`config.mk`:
```
export PLATFORM = sky130hd
export DESIGN_NAME = oneshot_conv_ctrl
export DESIGN_NICKNAME = d
export VERILOG_FILES = /design/src/rtl/oneshot_pkg.sv /design/src/rtl/trig_sync.sv /design/src/rtl/conv_timer.sv /design/src/rtl/oneshot_conv_ctrl.sv
export SDC_FILE = /design/constraint.sdc
export NUM_CORES = 1
export LEC_CHECK = 0
export BUFFER_PORTS_ARGS = -buffer_cell sky130_fd_sc_hd__buf_2
export CORE_MARGIN = 4
export CORE_UTILIZATION = 45
export DETAILED_ROUTE_END_ITERATION = 16
export SYNTH_ARGS = -nofsm -noshare
export SYNTH_HDL_FRONTEND = slang
export SYNTH_SLANG_ARGS = --single-unit
```
`constraint.sdc`:
```
create_clock -name clk -period 2.6 [get_ports clk]
set_clock_uncertainty 0.15 [all_clocks]
set_input_delay 0.39 -clock clk [delete_from_list [all_inputs] [get_ports clk]]
set_output_delay 0.39 -clock clk [all_outputs]
set_load 0.01 [all_outputs]
```
`src/rtl/oneshot_pkg.sv`:
```
package oneshot_pkg;

  typedef struct packed {
    logic [3:0] rate;
    logic [1:0] mode;
    logic [1:0] lpm;
    logic       tsel;
  } cfg_t;

  localparam logic [1:0] MODE_SINGLE = 2'b10;

  typedef enum logic {ST_OFF = 1'b0, ST_CONV = 1'b1} st_t;

  // conversion lengths in units of 10 us, indexed by submode
  localparam int unsigned T_LPM0 = 120;
  localparam int unsigned T_LPM1 = 170;
  localparam int unsigned T_LPM2 = 230;
  localparam int unsigned T_LPM3 = 355;
  localparam int unsigned T_GAP  = 500;

endpackage

```
`src/rtl/trig_sync.sv`:
```
module trig_sync #(
  parameter int unsigned MIN_HI_CYC = 3
) (
  input  logic clk,
  input  logic rst_n,
  input  logic pin,
  output logic hit
);
  localparam int unsigned HW = $clog2(MIN_HI_CYC + 1);

  logic          s1_q, s2_q;
  logic [HW-1:0] hi_q, hi_d;

  always_comb begin
    hi_d = hi_q;
    if (!s2_q)
      hi_d = '0;
    else if (hi_q != HW'(MIN_HI_CYC))
      hi_d = hi_q + 1'b1;
  end

  assign hit = s2_q && (hi_q == HW'(MIN_HI_CYC - 1));

  always_ff @(posedge clk or negedge rst_n) begin
    if (!rst_n) begin
      s1_q <= 1'b0;
      s2_q <= 1'b0;
      hi_q <= '0;
    end else begin
      s1_q <= pin;
      s2_q <= s1_q;
      hi_q <= hi_d;
    end
  end
endmodule

```
`src/rtl/conv_timer.sv`:
```
module conv_timer #(
  parameter int unsigned W = 8
) (
  input  logic         clk,
  input  logic         rst_n,
  input  logic         load,
  input  logic [W-1:0] load_val,
  output logic         expired
);
  logic [W-1:0] cnt_q, cnt_d;
  logic         cnt_en;

  assign expired = (cnt_q == '0);
  assign cnt_en  = load || !expired;

  always_comb begin
    if (load) cnt_d = load_val;
    else      cnt_d = cnt_q - 1'b1;
  end

  always_ff @(posedge clk or negedge rst_n) begin
    if (!rst_n)
      cnt_q <= '0;
    else if (cnt_en)
      cnt_q <= cnt_d;
  end
endmodule

```
`src/rtl/oneshot_conv_ctrl.sv`:
```
module oneshot_conv_ctrl
  import oneshot_pkg::*;
#(
  parameter int unsigned CLK_KHZ    = 125000,
  parameter int unsigned MIN_HI_CYC = 3
) (
  input  logic       clk,
  input  logic       rst_n,
  input  logic [8:0] cfg_word,
  input  logic       trig_pin,
  input  logic       sw_wr,
  input  logic       sw_wdata,
  input  logic       rd_ack,
  output logic       conv_active,
  output logic       sample_valid,
  output logic       drdy,
  output logic       sw_trig_bit
);
  localparam int unsigned DUR0    = T_LPM0 * CLK_KHZ / 100;
  localparam int unsigned DUR1    = T_LPM1 * CLK_KHZ / 100;
  localparam int unsigned DUR2    = T_LPM2 * CLK_KHZ / 100;
  localparam int unsigned DUR3    = T_LPM3 * CLK_KHZ / 100;
  localparam int unsigned GAP_CYC = T_GAP  * CLK_KHZ / 100;
  localparam int unsigned CNT_W   = $clog2(GAP_CYC + 1);

  cfg_t             cfg;
  st_t              st_q, st_d;
  logic             ext_hit, sw_hit, trig, armed, start;
  logic             dur_exp, gap_exp, conv_done;
  logic [CNT_W-1:0] dur_val;
  logic             sv_q, drdy_q, drdy_d, swb_q, swb_d;

  assign cfg = cfg_word;

  trig_sync #(.MIN_HI_CYC(MIN_HI_CYC)) u_sync (
    .clk   (clk),
    .rst_n (rst_n),
    .pin   (trig_pin),
    .hit   (ext_hit)
  );

  assign sw_hit = sw_wr && sw_wdata;
  assign trig   = cfg.tsel ? sw_hit : ext_hit;
  assign armed  = (cfg.mode == MODE_SINGLE) && (cfg.rate != 4'd0);
  assign start  = armed && trig && (st_q == ST_OFF) && gap_exp;

  always_comb begin
    case (cfg.lpm)
      2'b00:   dur_val = CNT_W'(DUR0 - 1);
      2'b01:   dur_val = CNT_W'(DUR1 - 1);
      2'b10:   dur_val = CNT_W'(DUR2 - 1);
      default: dur_val = CNT_W'(DUR3 - 1);
    endcase
  end

  conv_timer #(.W(CNT_W)) u_dur (
    .clk      (clk),
    .rst_n    (rst_n),
    .load     (start),
    .load_val (dur_val),
    .expired  (dur_exp)
  );

  conv_timer #(.W(CNT_W)) u_gap (
    .clk      (clk),
    .rst_n    (rst_n),
    .load     (start),
    .load_val (CNT_W'(GAP_CYC - 1)),
    .expired  (gap_exp)
  );

  assign conv_done = (st_q == ST_CONV) && dur_exp;

  always_comb begin
    st_d = st_q;
    case (st_q)
      ST_OFF:  if (start)     st_d = ST_CONV;
      ST_CONV: if (conv_done) st_d = ST_OFF;
      default:                st_d = ST_OFF;
    endcase
  end

  always_comb begin
    drdy_d = drdy_q;
    if (conv_done)   drdy_d = 1'b1;
    else if (rd_ack) drdy_d = 1'b0;
    swb_d = swb_q;
    if (start && cfg.tsel) swb_d = 1'b1;
    else if (conv_done)    swb_d = 1'b0;
  end

  always_ff @(posedge clk or negedge rst_n) begin
    if (!rst_n) begin
      st_q   <= ST_OFF;
      sv_q   <= 1'b0;
      drdy_q <= 1'b0;
      swb_q  <= 1'b0;
    end else begin
      st_q   <= st_d;
      sv_q   <= conv_done;
      drdy_q <= drdy_d;
      swb_q  <= swb_d;
    end
  end

  assign conv_active  = (st_q == ST_CONV);
  assign sample_valid = sv_q;
  assign drdy         = drdy_q;
  assign sw_trig_bit  = swb_q;
endmodule

```
==> qor.csv <==
metric,value,unit
outcome,completed,
Tcrit/Tclk final,0.948,
M1 GR Usage,0.250,
GPL Wtd Cong,0.820,
Final min period,2.47,ns
syn_nets,282,
clk root buf,clkbuf_8,
"non-filler cells, final",361,
P_int,0.00100,W
global-route usage over all layers,0.168,
Gate power share,0.054,
Synth cell types,46,
global-route wire length before repair,9.63,mm
die area,6940,sq um
CTS tree,built,
Boundary Pins,19,
row cnt,27,
Max Root-Sink Buffers,2,
vias in the first global route,1941,
mapped cell area,2550,sq um
DR vias,1980,
H-tree levels,2,
Pre-antenna DRT Iters,4,
critical-path maximum fanout,4,
max_cap viols,0,
Die Ht,83.3,microns
worst min-delay path category,in -> reg,
clk_lat worst skew,0.29,ns
yosys warns,0,
area share of the largest cell type after synthesis,0.471,
WP data required,2.63,ns
Placeable Area,5510,sq um
Flop pwr share,0.599,
Slew HR,0.601,
switch share,0.216,
Initial Util,0.463,
"CTS clk-pin slew, worst paths",0.08,ns
fmax,406,MHz
setup TNS,0,ns
Clk pwr share,0.348,
register area share after synthesis,0.471,
CTS buffer count,5,
R2R Setup Slk,0.13,ns
RSZ-0062 raised after global routing,no,
largest net degree at the start of global routing,26,
critical path arrival,2.50,ns
switching power,0.000276,W
Ant. Diodes,0,
"most common cell after layout, fill and taps aside",dfrtp_1,
area of the multi-input gates,1280,sq um
GRT busiest layer,met2,
post-synthesis cell count,255,
Static Leak,1.21,nW
reg2reg start,u_gap.cnt_q[0],
HPWL Detailed,4.09,mm
Post-CTS Setup Inserts,0,
"Top FF cell, synth",dfrtp_1,
Final setup violation count,0,
Critical Path Source Type,flip-flop,
crit path kind,reg -> reg,
DR WL/cell,15.1,microns
slew of the pin with the lowest slew margin,0.599,ns
CP Capture Type,flip-flop,
global routing usage on met2,0.251,
Layout Area Growth over Synthesis,15.2,%
placed cells,352,
"wirelength, routed",5.47,mm
vias per inst,5.48,
asr flop ratio synth,1.00,
CP Launch Point,u_gap.cnt_q[0],
CTS Sinks,48,
PwrDens,436,nW/um^2
Fill cells,503,
initial antenna violation count,0,
#FFs+latches synth,48,
top post-synthesis cells by area,"dfrtp_1 (47%), ha_1 (5.9%), xnor2_1 (4.8%)",
gr ovfl total,0,
Detailed Route Iter0 Violations,68,
count of nets after finishing,315,
ANT nets after route,0,
met3 Track Usage GR,0.0367,
"Slew Viols, Final",0,
layout cells sized above 1,0.166,
Mapped Avg Cell Area,10.0,sq um
hold_sp,trig_pin,
Peak VDD IR,0.288,mV
port bufs,18,
Final Hold Fails,0,
DRC,0,
Post-synth EDFFs,0,
Die X-Extent,83.3,microns
Seq. cell area,1200,sq um
"commonest cells after routing, fill and taps aside","dfrtp_1 (48), nand2_1 (20), buf_2 (18)",
leading area contributor after synthesis,dfrtp_1,
## flip-flops by register name, indices dropped and copies added (netlist names)
register,count
sw_trig_bit,1
u_dur.cnt_q,20
u_sync.s2_q,1
u_sync.hi_q,2
conv_active,1
sample_valid,1
drdy,1
u_gap.cnt_q,20
u_sync.s1_q,1
## Yosys cell counts, drive strengths merged, types with 7 or more instances
cell type,instances
dfrtp,48
ha,12
nand2,20
a21oi,7
o21ai,13
xor2,12
nor2,17
nor3,17
inv,9
nor4,11
xnor2,14
nand3,10
## metal layers
| layer | vias to the layer above | wire length [microns] |
|---|---|---|
| met5 | - | 0 |
| met3 | 5 | 227 |
| met4 | 0 | 40 |
| met1 | 962 | 2790 |
| met2 | 36 | 2410 |
| li1 | 977 | - |
## power groups by stage
stage	Sequential [W]	Combinational (W)	Clock [W]
2_1_floorplan	0.000779	0.0000302	0
3_3_place_gp	0.000781	0.0000682	0
3_5_place_dp	0.000781	0.0000688	0
4_1_cts	0.000766	0.0000704	0.000471
5_1_grt	0.000769	0.0000799	0.000511
6_report	0.000766	0.0000686	0.000445
## layout make-up
class,count,share of cell area
multi-input cells,189,0.435
flip-flops and latches,48,0.409
repair buffers,35,0.0834
clock buffers,8,0.0307
well taps,72,0.0307
inverters,9,0.0115
## timing repair
item | 4_1_cts | 5_1_grt
gates resized for setup | 0 | 2
hold buffers | 1 | 0
endpoints found under the hold margin | 24 | 0
setup endpoints to repair | 0 | 9
## logic make-up after synthesis
family          count (synthesis)  synth area share
compound gates                 42             0.105
simple gates                  103             0.220
mux                             6            0.0240
buf+inv                        18            0.0314
flops                          48             0.471
fa+ha+maj                      12            0.0589
xor+xnor                       26            0.0893
## critical path, stage by stage, from the launching register on
cell     delay (ns)
dfrtp_1        0.40
inv_1          0.12
ha_1           0.16
or3b_2         0.48
or3_1          0.37
nor4_2         0.32
buf_4          0.21
a211o_1        0.10
nand2_1        0.04
## worst paths after layout
kind,endpoint,cells after the start
worst max-delay path,u_gap.cnt_q[16],8
worst min-delay path,u_sync.s1_q,1
worst max register to register,u_gap.cnt_q[16],8
worst min register to register,u_sync.s2_q,0
max in group asynchronous,u_dur.cnt_q[16],3
min in group asynchronous,u_gap.cnt_q[9],2
## per-stage QoR
stage	total power (W)	setup WS (ns)	hold slack [ns]	instance area, sq um	utilization
floorplan	0.000809	0.103	-0.0556	2550	-
global placement	0.000849	0.164	0.194	2830	0.514
detailed placement	0.000850	0.142	0.193	2830	0.514
CTS	0.00131	0.122	0.0466	2930	0.532
global route	0.00136	0.0244	0.0368	2940	0.534
finish	0.00128	0.134	0.0564	2940	0.534
No activity file was read; power rests on OpenSTA's default activity.
